===== src/rtl/i2cseq_pkg.sv =====
package i2cseq_pkg;

  typedef enum logic [1:0] {
    ECMD_START = 2'd0,
    ECMD_STOP  = 2'd1,
    ECMD_WRITE = 2'd2,
    ECMD_READ  = 2'd3
  } ecmd_t;

  typedef enum logic [1:0] {
    OP_PROBE = 2'd0,
    OP_READ  = 2'd1,
    OP_WRITE = 2'd2,
    OP_SPARE = 2'd3
  } op_t;

  typedef enum logic [3:0] {
    ST_IDLE,
    ST_START1,
    ST_DEVW,
    ST_ADDR,
    ST_MSTOP,
    ST_START2,
    ST_DEVR,
    ST_RDATA,
    ST_RHOLD,
    ST_WGET,
    ST_WDATA,
    ST_STOP,
    ST_DONE
  } st_t;

endpackage


===== src/rtl/i2cseq_fold.sv =====
module i2cseq_fold #(
  parameter int          ADDR_BYTES = 4,
  parameter logic [6:0]  OVF_MASK   = 7'h00,
  localparam int         ALEN_W     = $clog2(ADDR_BYTES + 1),
  localparam int         ADDR_W     = 8 * ADDR_BYTES
) (
  input  logic [6:0]        dev,
  input  logic [ADDR_W-1:0] addr,
  input  logic [ALEN_W-1:0] alen,
  input  logic              use_fold,
  output logic [6:0]        dev_eff
);

  generate
    if (OVF_MASK == 7'h00) begin : g_plain
      logic unused_in;
      assign unused_in = use_fold ^ (^addr) ^ (^alen);
      assign dev_eff   = dev;
    end else begin : g_fold
      logic [6:0] hi_bits;
      // Bits just above the last address byte sent.
      always_comb begin
        hi_bits = '0;
        for (int i = 0; i < ADDR_BYTES; i++) begin
          if (alen == ALEN_W'(i)) hi_bits = addr[8*i +: 7];
        end
      end
      assign dev_eff = use_fold ? (dev | (hi_bits & OVF_MASK)) : dev;
    end
  endgenerate

endmodule


===== src/rtl/i2cseq_rdq.sv =====
module i2cseq_rdq (
  input  logic       clk,
  input  logic       rst_n,
  input  logic       load,
  input  logic [7:0] din,
  output logic       full,
  output logic       rd_valid,
  output logic [7:0] rd_data,
  input  logic       rd_ready
);

  logic       full_q, full_d;
  logic [7:0] data_q;

  always_comb begin
    full_d = full_q;
    if (load)                   full_d = 1'b1;
    else if (full_q && rd_ready) full_d = 1'b0;
  end

  always_ff @(posedge clk or negedge rst_n) begin
    if (!rst_n) full_q <= 1'b0;
    else        full_q <= full_d;
  end

  always_ff @(posedge clk or negedge rst_n) begin
    if (!rst_n)    data_q <= '0;
    else if (load) data_q <= din;
  end

  assign full     = full_q;
  assign rd_valid = full_q;
  assign rd_data  = data_q;

  AST_RD_HOLD: assert property (@(posedge clk) disable iff (!rst_n)
    (rd_valid && !rd_ready) |=> (rd_valid && $stable(rd_data)));

  AST_NO_OVERWRITE: assert property (@(posedge clk) disable iff (!rst_n)
    load |-> !full_q);

endmodule


===== src/rtl/i2cseq_ctrl.sv =====
module i2cseq_ctrl
  import i2cseq_pkg::*;
#(
  parameter int  ADDR_BYTES = 4,
  parameter int  LEN_W      = 8,
  localparam int ALEN_W     = $clog2(ADDR_BYTES + 1),
  localparam int ADDR_W     = 8 * ADDR_BYTES
) (
  input  logic              clk,
  input  logic              rst_n,
  input  logic              start,
  input  logic [1:0]        op,
  input  logic [6:0]        dev_eff,
  input  logic [ADDR_W-1:0] addr,
  input  logic [ALEN_W-1:0] alen,
  input  logic [LEN_W-1:0]  len,
  input  logic              wr_valid,
  input  logic [7:0]        wr_data,
  output logic              wr_ready,
  output logic              rdq_load,
  input  logic              rdq_full,
  output logic              busy,
  output logic              done,
  output logic              err,
  output logic [LEN_W-1:0]  fail_cnt,
  output logic              eng_cmd_valid,
  output logic [1:0]        eng_cmd,
  output logic [7:0]        eng_tx,
  output logic              eng_rd_nack,
  input  logic              eng_done,
  input  logic              eng_ack_n
);

  st_t               st_q, st_d;
  logic              pend_q, pend_d;
  op_t               op_q;
  logic [6:0]        dev_q;
  logic [ADDR_W-1:0] addr_q;
  logic [ALEN_W-1:0] alen_q;
  logic [ALEN_W-1:0] idx_q, idx_d;
  logic [LEN_W-1:0]  rem_q, rem_d;
  logic [7:0]        wbyte_q, wbyte_d;
  logic              err_q, err_d;
  logic [LEN_W-1:0]  fail_q, fail_d;
  logic              ld_req;
  logic              is_cmd;
  logic              fin;
  logic              is_rd, is_wr;
  logic [7:0]        abyte;

  assign is_rd = (op_q == OP_READ);
  assign is_wr = (op_q == OP_WRITE);

  always_comb begin
    is_cmd = 1'b0;
    case (st_q)
      ST_START1, ST_DEVW, ST_ADDR, ST_MSTOP, ST_START2,
      ST_DEVR, ST_RDATA, ST_WDATA, ST_STOP: is_cmd = 1'b1;
      default:                              is_cmd = 1'b0;
    endcase
  end

  assign fin = is_cmd && pend_q && eng_done;

  // Register address byte selected by the down-counting index.
  always_comb begin
    abyte = '0;
    for (int i = 0; i < ADDR_BYTES; i++) begin
      if (idx_q == ALEN_W'(i)) abyte = addr_q[8*i +: 8];
    end
  end

  // Next-state logic.
  always_comb begin
    st_d     = st_q;
    pend_d   = pend_q;
    idx_d    = idx_q;
    rem_d    = rem_q;
    wbyte_d  = wbyte_q;
    err_d    = err_q;
    fail_d   = fail_q;
    ld_req   = 1'b0;
    rdq_load = 1'b0;

    if (is_cmd && !pend_q) pend_d = 1'b1;
    if (fin)               pend_d = 1'b0;

    case (st_q)
      ST_IDLE: begin
        if (start) begin
          ld_req = 1'b1;
          rem_d  = len;
          err_d  = 1'b0;
          fail_d = '0;
          st_d   = ST_START1;
        end
      end
      ST_START1: begin
        if (fin) st_d = (is_rd && alen_q == '0) ? ST_DEVR : ST_DEVW;
      end
      ST_DEVW: begin
        if (fin) begin
          if (eng_ack_n) begin
            err_d = 1'b1;
            st_d  = ST_STOP;
          end else if (!is_rd && !is_wr) begin
            st_d = ST_STOP;
          end else if (alen_q != '0) begin
            idx_d = alen_q - 1'b1;
            st_d  = ST_ADDR;
          end else begin
            st_d = (rem_q == '0) ? ST_STOP : ST_WGET;
          end
        end
      end
      ST_ADDR: begin
        if (fin) begin
          if (eng_ack_n) begin
            err_d = 1'b1;
            st_d  = ST_STOP;
          end else if (idx_q == '0) begin
            if (is_rd) st_d = ST_MSTOP;
            else       st_d = (rem_q == '0) ? ST_STOP : ST_WGET;
          end else begin
            idx_d = idx_q - 1'b1;
          end
        end
      end
      ST_MSTOP: begin
        if (fin) st_d = ST_START2;
      end
      ST_START2: begin
        if (fin) st_d = ST_DEVR;
      end
      ST_DEVR: begin
        if (fin) begin
          if (eng_ack_n) begin
            err_d = 1'b1;
            st_d  = ST_STOP;
          end else begin
            st_d = (rem_q == '0) ? ST_STOP : ST_RDATA;
          end
        end
      end
      ST_RDATA: begin
        if (fin) begin
          rdq_load = 1'b1;
          rem_d    = rem_q - 1'b1;
          st_d     = ST_RHOLD;
        end
      end
      ST_RHOLD: begin
        if (!rdq_full) st_d = (rem_q == '0) ? ST_STOP : ST_RDATA;
      end
      ST_WGET: begin
        if (wr_valid) begin
          wbyte_d = wr_data;
          st_d    = ST_WDATA;
        end
      end
      ST_WDATA: begin
        if (fin) begin
          if (eng_ack_n) fail_d = fail_q + 1'b1;
          rem_d = rem_q - 1'b1;
          st_d  = (rem_q == LEN_W'(1)) ? ST_STOP : ST_WGET;
        end
      end
      ST_STOP: begin
        if (fin) st_d = ST_DONE;
      end
      ST_DONE: begin
        st_d = ST_IDLE;
      end
      default: st_d = ST_IDLE;
    endcase
  end

  // Control state registers.
  always_ff @(posedge clk or negedge rst_n) begin
    if (!rst_n) begin
      st_q    <= ST_IDLE;
      pend_q  <= 1'b0;
      idx_q   <= '0;
      rem_q   <= '0;
      wbyte_q <= '0;
      err_q   <= 1'b0;
      fail_q  <= '0;
    end else begin
      st_q    <= st_d;
      pend_q  <= pend_d;
      idx_q   <= idx_d;
      rem_q   <= rem_d;
      wbyte_q <= wbyte_d;
      err_q   <= err_d;
      fail_q  <= fail_d;
    end
  end

  // Request capture, enabled only on acceptance.
  always_ff @(posedge clk or negedge rst_n) begin
    if (!rst_n) begin
      op_q   <= OP_PROBE;
      dev_q  <= '0;
      addr_q <= '0;
      alen_q <= '0;
    end else if (ld_req) begin
      op_q   <= op_t'(op);
      dev_q  <= dev_eff;
      addr_q <= addr;
      alen_q <= alen;
    end
  end

  // Outputs.
  always_comb begin
    eng_cmd = ECMD_START;
    eng_tx  = '0;
    case (st_q)
      ST_START1, ST_START2: eng_cmd = ECMD_START;
      ST_MSTOP, ST_STOP:    eng_cmd = ECMD_STOP;
      ST_DEVW: begin
        eng_cmd = ECMD_WRITE;
        eng_tx  = {dev_q, 1'b0};
      end
      ST_DEVR: begin
        eng_cmd = ECMD_WRITE;
        eng_tx  = {dev_q, 1'b1};
      end
      ST_ADDR: begin
        eng_cmd = ECMD_WRITE;
        eng_tx  = abyte;
      end
      ST_WDATA: begin
        eng_cmd = ECMD_WRITE;
        eng_tx  = wbyte_q;
      end
      ST_RDATA: eng_cmd = ECMD_READ;
      default:  eng_cmd = ECMD_START;
    endcase
  end

  assign eng_cmd_valid = is_cmd && !pend_q;
  assign eng_rd_nack   = (rem_q == LEN_W'(1));
  assign wr_ready      = (st_q == ST_WGET);
  assign busy          = (st_q != ST_IDLE);
  assign done          = (st_q == ST_DONE);
  assign err           = err_q;
  assign fail_cnt      = fail_q;

  AST_CMD_SINGLE: assert property (@(posedge clk) disable iff (!rst_n)
    eng_cmd_valid |=> !eng_cmd_valid);

  AST_IDLE_QUIET: assert property (@(posedge clk) disable iff (!rst_n)
    !busy |-> (!eng_cmd_valid && !wr_ready));

  AST_DONE_PULSE: assert property (@(posedge clk) disable iff (!rst_n)
    done |=> (!done && !busy));

  AST_FAIL_WRITE_ONLY: assert property (@(posedge clk) disable iff (!rst_n)
    (done && op_q != OP_WRITE) |-> (fail_cnt == '0));

  AST_DONE_AFTER_STOP: assert property (@(posedge clk) disable iff (!rst_n)
    done |-> ($past(eng_done) && $past(eng_cmd) == ECMD_STOP));

endmodule


===== src/rtl/i2cseq_top.sv =====
module i2cseq_top #(
  parameter int         ADDR_BYTES = 4,
  parameter int         LEN_W      = 8,
  parameter logic [6:0] OVF_MASK   = 7'h00
) (
  input  logic                               clk,
  input  logic                               rst_n,
  input  logic                               start,
  input  logic [1:0]                         op,
  input  logic [6:0]                         dev,
  input  logic [8*ADDR_BYTES-1:0]            addr,
  input  logic [$clog2(ADDR_BYTES+1)-1:0]    alen,
  input  logic [LEN_W-1:0]                   len,
  input  logic                               wr_valid,
  input  logic [7:0]                         wr_data,
  output logic                               wr_ready,
  output logic                               rd_valid,
  output logic [7:0]                         rd_data,
  input  logic                               rd_ready,
  output logic                               busy,
  output logic                               done,
  output logic                               err,
  output logic [LEN_W-1:0]                   fail_cnt,
  output logic                               eng_cmd_valid,
  output logic [1:0]                         eng_cmd,
  output logic [7:0]                         eng_tx,
  output logic                               eng_rd_nack,
  input  logic                               eng_done,
  input  logic                               eng_ack_n,
  input  logic [7:0]                         eng_rx
);

  logic [1:0] rst_sync_q;
  logic       rst_int_n;
  logic [6:0] dev_eff;
  logic       use_fold;
  logic       rdq_load;
  logic       rdq_full;

  // Asynchronous assertion, synchronous release.
  always_ff @(posedge clk or negedge rst_n) begin
    if (!rst_n) rst_sync_q <= 2'b00;
    else        rst_sync_q <= {rst_sync_q[0], 1'b1};
  end
  assign rst_int_n = rst_sync_q[1];

  assign use_fold = (op == 2'd1) || (op == 2'd2);

  i2cseq_fold #(
    .ADDR_BYTES (ADDR_BYTES),
    .OVF_MASK   (OVF_MASK)
  ) u_fold (
    .dev      (dev),
    .addr     (addr),
    .alen     (alen),
    .use_fold (use_fold),
    .dev_eff  (dev_eff)
  );

  i2cseq_ctrl #(
    .ADDR_BYTES (ADDR_BYTES),
    .LEN_W      (LEN_W)
  ) u_ctrl (
    .clk           (clk),
    .rst_n         (rst_int_n),
    .start         (start),
    .op            (op),
    .dev_eff       (dev_eff),
    .addr          (addr),
    .alen          (alen),
    .len           (len),
    .wr_valid      (wr_valid),
    .wr_data       (wr_data),
    .wr_ready      (wr_ready),
    .rdq_load      (rdq_load),
    .rdq_full      (rdq_full),
    .busy          (busy),
    .done          (done),
    .err           (err),
    .fail_cnt      (fail_cnt),
    .eng_cmd_valid (eng_cmd_valid),
    .eng_cmd       (eng_cmd),
    .eng_tx        (eng_tx),
    .eng_rd_nack   (eng_rd_nack),
    .eng_done      (eng_done),
    .eng_ack_n     (eng_ack_n)
  );

  i2cseq_rdq u_rdq (
    .clk      (clk),
    .rst_n    (rst_int_n),
    .load     (rdq_load),
    .din      (eng_rx),
    .full     (rdq_full),
    .rd_valid (rd_valid),
    .rd_data  (rd_data),
    .rd_ready (rd_ready)
  );

endmodule


===== config.mk =====
export PLATFORM = sky130hd
export DESIGN_NAME = i2cseq_top
export DESIGN_NICKNAME = d
export VERILOG_FILES = /design/src/rtl/i2cseq_pkg.sv /design/src/rtl/i2cseq_fold.sv /design/src/rtl/i2cseq_rdq.sv /design/src/rtl/i2cseq_ctrl.sv /design/src/rtl/i2cseq_top.sv
export SDC_FILE = /design/constraint.sdc
export NUM_CORES = 1
export LEC_CHECK = 0
export BUFFER_PORTS_ARGS = -buffer_cell sky130_fd_sc_hd__buf_2
export CAP_MARGIN = 20
export CORE_MARGIN = 1
export CORE_UTILIZATION = 54
export CTS_CLUSTER_SIZE = 25
export DETAILED_ROUTE_END_ITERATION = 16
export PLACE_DENSITY = 0.8
export SLEW_MARGIN = 40
export SYNTH_ARGS = -nofsm -noshare
export SYNTH_HDL_FRONTEND = slang
export SYNTH_HIERARCHICAL = 1
export SYNTH_SLANG_ARGS = --single-unit
export TNS_END_PERCENT = 100

===== constraint.sdc =====
create_clock -name clk -period 3.3 [get_ports clk]
set_input_delay 0.33 -clock clk [delete_from_list [all_inputs] [get_ports clk]]
set_output_delay 0.33 -clock clk [all_outputs]
set_load 0.01 [all_outputs]

**Word level (Yosys, flattened, before mapping)**

Memory sizes are Yosys's and may differ from the RTL's.
Cells that the tools add are included.

- Flip-flop bits (word level): 88
- Memories: 1
- Bits in read-only memories: 16

Memories:

| memory | words | width | read ports | clocked after Yosys merged registers in | write ports | line | RTL |
|---|---|---|---|---|---|---|---|
| (no name shown) | 16 | 1 | 1 | 0 | 0 | i2cseq_ctrl.sv:56 | `case (st_q)` |

- Mux-type cells: 57
- Reduce and logical (&&, ||, !) cells: 31
- Eq/ne operators: 40
- Add/sub/neg operators: 4

Operators with widths:

| kind | count |
|---|---|
| $mux 4 | 20 |
| $mux 8 | 9 |
| $pmux 4 s12 | 1 |
| $pmux 8 s2 | 2 |
| $pmux 8 s4 | 1 |
| $ne 2x1->1 const B | 13 |
| $mux 3 | 8 |
| $eq 4x4->1 const B | 5 |
| $eq 4x3->1 const B | 4 |
| $ne 2x2->1 const B | 8 |
| $reduce_and 13->1 | 1 |
| $reduce_bool 2->1 | 6 |
| $mux 1 | 11 |
| $add 8x1->8 const B | 1 |
| $eq 4x2->1 const B | 2 |
| $eq 8x1->1 const B | 1 |
| $logic_not 8->1 | 1 |
| $reduce_and 4->1 | 2 |
| $reduce_and 8->1 | 1 |
| $sub 8x1->8 const B | 1 |
| $eq 3x2->1 const B | 2 |
| $logic_and 1x1->1 | 6 |
| $logic_not 3->1 | 2 |
| $pmux 2 s3 | 1 |
| 18 further kinds | 23 |

**Logic depth before layout (Yosys ltp)**

Gate-level depths: netlist of run 1.

- Word-level depth: 7
- Gate-level depth with buffers: 9
- Depth with buffers taken out: 7

**By module**

Netlist of run 1, hierarchy kept.

By module, submodules not included:

| module | area an instance (um^2) | cells each | times used |
|---|---|---|---|
| i2cseq_ctrl | 4269.1 | 501 | 1 |
| i2cseq_rdq | 376.6 | 21 | 1 |
| i2cseq_top | 62.6 | 4 | 1 |
| i2cseq_fold | 52.6 | 7 | 1 |

**Worst setup path after synthesis of run 1**

No wires, ideal clock.

- Path kind: reg-to-output
- From: register u_ctrl.idx_q[1]
- To: output eng_tx[0]
- Data arrival time: 1.653 ns
- Data required time: 2.970 ns
- Path slack: 1.317 ns
- Stages on the path, launching flop included: 10
- Path through: dfrtp_1 -> inv_1 -> ha_1 -> clkbuf_1 -> nor2b_1 -> clkbuf_1 -> a221oi_1 -> nor3_1 -> a21oi_1 -> o22ai_1

- Word-level cells in the longest chain between the ends: 6
- Elaborated cells between the ends (all ways): 9

Ends and longest elaborated chain:

| what | line | RTL |
|---|---|---|
| from (decl) | i2cseq_ctrl.sv:40 | `logic [ALEN_W-1:0] idx_q, idx_d;` |
| from (signal assigned) | i2cseq_ctrl.sv:191 | `idx_q <= idx_d;` |
| $logic_not 3->1 | i2cseq_ctrl.sv:69 | `if (idx_q == ALEN_W'(i)) abyte = addr_q[8*i +: 8];` |
| $mux 8 (3 in series) | i2cseq_ctrl.sv:69 |  |
| $mux 8 * | i2cseq_ctrl.sv:69 |  |
| $pmux 8 s4 * | i2cseq_ctrl.sv:218 | `case (st_q)` |
| to (decl) | i2cseq_top.sv:26 | `output logic [7:0] eng_tx,` |

Mark *: on every way between the ends. The rest lies on a longest branch, timed or not.

**Worst setup path in the final report of run 1**

Same ends and word-level chain as after synthesis.

==> qor.yml, run 1 <==
outcome:
  status: "completed"
clocking:
  post_cts.repair.setup_buffers: 0
  deepest_clock_path_buffer_count: 2
  cts_resized: 0
  cts.root.buffer_cell: "clkbuf_8"
  clock_latency_ns: 0.35
  cts.sinks: 88
  clock_tree_from_tritoncts: "yes"
  clk_pin_slew_ns: 0.09
  htreeDepth: 3
  cts_made_buffers: 9
  hold_buffers: 1
global_route:
  vias_in_the_first_global_route: 3967
  globalRouteOverflowTotal: 0
  pin_count_of_the_biggest_net_entering_global_routing: 42
  global_route_wire_length_before_repair_mm: 18.7
  antenna_found_initial: 0
  gr-usage-all-layers: 0.265
sta:
  timing_hold_violations_final: 0
  achievable-frequency_mhz: 345
  layout_worst_path_cycle_share: 0.877
  worst_clock_skew_ns: 0.00925
  timing.final.crit_period_ns: 2.89
  slew_headroom: 0.516
  timing_max_transition_violations_final: 0
  worst-slew-pin-transition_ns: 0.724
  setup_violations: 0
  fin_setup_tns_ns: 0
  grt_setup_unrepaired: "false"
die:
  ioPinCount: 108
  placeableCoreArea_sq_um: 8380
  die_height_um: 95.8
  initial_utilization: 0.567
  floorplan.die.width_um: 95.8
  core.rowCount: 33
  dieArea_sq_um: 9180
run:
  max-cap-violations: 0
placement:
  port_buffer_count: 107
  numPlacedInstances: 709
  gpl.final_weighted_congestion: 0.875
  dpl.hpwl_mm: 8.22
power:
  ir_drop_uv: 453
  pleak_nw: 2.75
  cellPowerDensity_nw_per_um2: 903
  p_total_mw: 4.98
cells_and_area:
  fill_cells: 720
  drive_above_1_share: 0.252
  layout.nets: 703
  antenna-diode-count: 0
  area.growth.synth_to_final_pct: 16.2
  instances_no_fill: 725
setup_path:
  critPathLaunchType: "flip-flop"
  worstPathArrival_ns: 2.57
  cp_cell_sequence: "inv_1 -> ha_1 -> nor2b_1 -> a221oi_1 -> nor3_1 -> a21oi_1 -> o22ai_1 -> buf_2"
  cp.required_ns: 2.97
  timing.critical_path.to_type: "output port"
  rrSetupSlack_ns: 0.94
  cp_max_fo: 9
  path_class: "reg2out"
  path_delay_family: "simple AND/OR/NAND/NOR gates"
  maximum_cell_stage_delay_along_the_critical_path_ns: 0.49
  r2r-end: "u_ctrl/st_q[2]"
  critical_path.n_buffers_inverters: 2
  reg2regPathDepth: 4
  worst_r2r_startpoint: "u_ctrl/st_q[3]"
  slowest_stage: "nor2b_1"
min_path:
  hold_path_startpoint: "dev[4]"
  hold-path-cell-count: 3
  hold-path-endpoint: "u_ctrl/dev_q[4]"
  hold_path.class: "in2reg"
detailed_routing:
  drt_drc_violations_left: 0
  final_routed_wirelength_mm: 11.3
  drtPass1Iterations: 4
  first_iter_violations: 235
  drt-wirelength-per-cell_um: 15.6
  drt.antenna.violating_nets: 0
  vias: 4087
  vias_per_cell: 5.64
yosys:
  mappedNetlistNets: 619
  synth_instances: 532
  post_synth_instance_area_sq_um: 4750
  syn_avg_cell_area_sq_um: 8.93
  yosysWarnings: 6
stage by stage:
step / cell area (sq um) / hold slack [ns] / setup WS, ns / utilization
after floorplan: 4750 / 0.0344 / 0.667 / -
after global placement: 5250 / 0.115 / 0.985 / 0.627
after detailed placement: 5290 / 0.120 / 0.865 / 0.632
after CTS: 5520 / 0.146 / 0.417 / 0.659
after global routing: 5520 / 0.152 / 0.181 / 0.659
final: 5520 / 0.156 / 0.405 / 0.659
metal layers:
metal  GRT usage  vias to the layer above  wire [um]
met5           0                        -          0
met4      0.0858                        0        135
met3      0.0434                       12        731
met2       0.429                      152       5420
met1       0.364                     1939       5020
li1            -                     1984          -
sequential cells by signal (all words and copies together) (netlist names), 2 cells and up:
signal,count
rst_sync_q,2
u_ctrl/dev_q,7
u_ctrl/st_q,4
u_ctrl/addr_q,32
u_rdq/rd_data,8
u_ctrl/rem_q,8
u_ctrl/fail_cnt,8
u_ctrl/idx_q,3
u_ctrl/wbyte_q,8
u_ctrl/op_q,2
u_ctrl/alen_q,3
how the worst max path moves through the flow:
stage | slack, ns | from | depth (start not counted) | endpoint
finish | 0.41 | u_ctrl/idx_q[1] | 8 | eng_tx[0]
global route | 0.18 | u_ctrl/idx_q[1] | 8 | eng_tx[0]
CTS | 0.42 | u_ctrl/idx_q[1] | 8 | eng_tx[0]
detailed placement | 0.86 | u_ctrl/idx_q[1] | 8 | eng_tx[0]
global placement | 0.99 | u_ctrl/idx_q[1] | 8 | eng_tx[0]
floorplan | 0.67 | rst_sync_q[1] | 0 | u_ctrl/addr_q[0]
power by group:
group | switching (mW) | leakage (nW) | internal (mW)
clock network | 0.394 | 0.108 | 0.429
logic | 1.25 | 1.52 | 0.950
registers | 0.437 | 1.12 | 1.52
total | 2.08 | 2.75 | 2.90
area by class of cell:
| type | count | area [sq um] | share of cell area |
|---|---|---|---|
| well taps | 105 | 131 | 0.0238 |
| multi-input cells | 392 | 2310 | 0.418 |
| clock buffers | 9 | 124 | 0.0224 |
| repair buffers | 114 | 616 | 0.112 |
| inverters | 11 | 41.3 | 0.00748 |
| flip-flops and latches | 88 | 2210 | 0.400 |
| clock inverters | 6 | 92.6 | 0.0168 |
worst register-to-register path, delay by kind of cell, from the launching register on:
family / cells / cell delay, ns
muxes: 1 / 0.37
DFF: 1 / 0.75
AOI/OAI and AO/OA: 1 / 0.21
and+or+nand+nor: 2 / 0.92
placed cells by master (no fill, tap or decap), drive strengths merged, types with 2 or more instances in the layout:
master	instances
nor4	5
nand3	7
inv	12
o21bai	2
ha	12
a21oi	25
clkbuf	9
xnor2	6
and2	4
a221oi	9
a211oi	3
buf	113
o31ai	3
o22a	3
o2bb2ai	2
bufinv	2
and3	3
nor3	22
nand2b	8
nor3b	7
a21o	4
nand2	144
o211ai	2
o21ai	25
o22ai	8
mux2	18
dfrtp	88
clkinv	2
or3	5
nor2b	16
nor2	20
a22oi	7
(Power assumes the default switching activity.)
==> run 2: changes to the inputs <==
CELL_PAD_IN_SITES_DETAIL_PLACEMENT = 1   (was unset)
CELL_PAD_IN_SITES_GLOBAL_PLACEMENT = 1   (was unset)
CORE_UTILIZATION = 41   (was 54)
PLACE_DENSITY = 0.81   (was 0.8)
==> run 2 against run 1 <==
Net effect:
- first-iteration DRC count fell by 15%
- clock power rose by 19%
- sequential share of layout area fell by 0.62 points
- total power rose by 5.1%
- combinational power rose by 3%
- sequential power barely moved
- critical path type unchanged
- largest cell class unchanged
- routed wire length rose by 19%
- global-route usage fell by 2.2 points
- cell count rose by 5.1%
- die area rose by 31%
- setup slack got worse by 0.048 ns
==> qor.yml, run 2 (synthesis gave the netlist of run 1 again) <==
detailed_routing:
  vias_per_cell: 5.48
  drtPass1Iterations: 4
  vias: 4174
  drt.antenna.violating_nets: 0
  drt-wirelength-per-cell_um: 17.7
  drt_drc_violations_left: 0
  final_routed_wirelength_mm: 13.5
  first_iter_violations: 200
global_route:
  pin_count_of_the_biggest_net_entering_global_routing: 44
  vias_in_the_first_global_route: 4416
  globalRouteOverflowTotal: 0
  antenna_found_initial: 0
  gr-usage-all-layers: 0.243
  global_route_wire_length_before_repair_mm: 22.1
sta:
  slew_headroom: 0.465
  worst_clock_skew_ns: 0.00389
  worst-slew-pin-transition_ns: 0.801
  layout_worst_path_cycle_share: 0.892
  grt_setup_unrepaired: "false"
  timing_max_transition_violations_final: 0
  fin_setup_tns_ns: 0
  final.hold.worst_slack_ns: 0.170
  timing_hold_violations_final: 0
  achievable-frequency_mhz: 340
  timing.final.crit_period_ns: 2.94
  setup_violations: 0
die:
  ioPinCount: 108
  core.rowCount: 38
  floorplan.die.width_um: 110
  dieArea_sq_um: 12000
  placeableCoreArea_sq_um: 11100
  die_height_um: 110
  initial_utilization: 0.429
cells_and_area:
  drive_above_1_share: 0.251
  area.growth.synth_to_final_pct: 18.0
  largest_register_ff_count: 32
  antenna-diode-count: 0
  fin_util: 0.506
  layout.nets: 704
  final_cell_mix: "nand2_1, buf_2, dfrtp_1"
  regMostFlops: "u_ctrl/addr_q"
  instances_no_fill: 762
  layout_commonest_cell: "nand2_1"
clocking:
  deepest_clock_path_buffer_count: 2
  clk_pin_slew_ns: 0.06
  cts.sinks: 88
  cts_made_buffers: 9
  post_cts.repair.setup_buffers: 0
  clock_tree_from_tritoncts: "yes"
  clock_latency_ns: 0.35
  cts.root.buffer_cell: "clkbuf_16"
  hold_buffers: 1
  htreeDepth: 3
  cts_resized: 0
placement:
  dpl.hpwl_mm: 9.65
  gpl.final_weighted_congestion: 0.828
  port_buffer_count: 107
  numPlacedInstances: 745
power:
  pleak_nw: 2.77
  power.net_switching_mw: 2.21
  switching_share: 0.423
  cellPowerDensity_nw_per_um2: 934
  seqPwrFrac: 0.379
  ir_drop_uv: 326
  clock_power_share: 0.187
  comb_power_share: 0.434
  p_int_mw: 3.02
setup_path:
  rrSetupSlack_ns: 0.86
  path_class: "reg2out"
  cp.required_ns: 2.97
  worstPathArrival_ns: 2.61
  timing.critical_path.to_type: "output port"
  cp_max_fo: 9
  critPathLaunchType: "flip-flop"
min_path:
  hold_path.class: "in2reg"
outcome:
  status: "completed"
run:
  max-cap-violations: 0
[run 2: cell types whose count changed in the layout (fill, tap and decap cells not counted)]
cell	before	now
clkinv_2	1	2
buf_4	4	7
inv_8	1	0
clkbuf_16	0	9
clkbuf_1	0	2
inv_6	1	0
bufinv_16	2	0
buf_12	2	0
clkbuf_8	9	2
[run 2: power by group through the flow]
stage	clock [mW]	sequential [mW]	combinational, mW
5_1_grt	1.04	2.05	2.55
6_report	0.977	1.99	2.27
4_1_cts	0.994	1.98	2.29
3_3_place_gp	0	1.95	2.18
2_1_floorplan	0	1.81	1.71
3_5_place_dp	0	1.98	2.25
[run 2: worst paths after layout]
check	startpoint	end	cells past startpoint
setup / recovery	u_ctrl/idx_q[1]	eng_tx[1]	8
setup reg to reg	u_ctrl/st_q[3]	u_ctrl/st_q[2]	4
hold reg to reg	rst_sync_q[1]	u_ctrl/addr_q[15]	0
min in group asynchronous	rst_n	rst_sync_q[0]	2
max in group asynchronous	rst_sync_q[1]	u_ctrl/wbyte_q[5]	1
hold / removal	addr[20]	u_ctrl/addr_q[20]	3
[run 2: final cells by class]
type | instances | area [sq um]
Fill cell | 1340 | 5470
Multi-Input combinational cell | 392 | 2310
Sequential cell | 88 | 2210
Timing Repair Buffer | 115 | 598
Clock buffer | 13 | 260
Tap cell | 140 | 175
Inverter | 11 | 41.3
Clock inverter | 3 | 17.5
[run 2: critical path, cell delays in order (launching register included)]
cell and delay (ns):
dfrtp_1 0.41, inv_1 0.11, ha_1 0.35, nor2b_1 0.21, a221oi_1 0.50, nor3_1 0.08, a21oi_1 0.29, o22ai_1 0.14
buf_2 0.16
[run 2: layer usage]
layer | routed length [um] | vias to the layer above | GRT usage
li1 | - | 1990 | -
met1 | 5970 | 2059 | 0.309
met2 | 6670 | 105 | 0.411
met3 | 562 | 20 | 0.0403
met4 | 276 | 0 | 0.0971
met5 | 0 | - | 0
[run 2: per-stage QoR]
stage	area (sq um)	worst slack, ns	power, mW
after CTS	5610	0.395	5.26
after global placement	5320	0.824	4.13
after floorplan	4750	0.667	3.52
after detailed placement	5320	0.804	4.24
after global routing	5610	0.197	5.63
final	5610	0.357	5.24
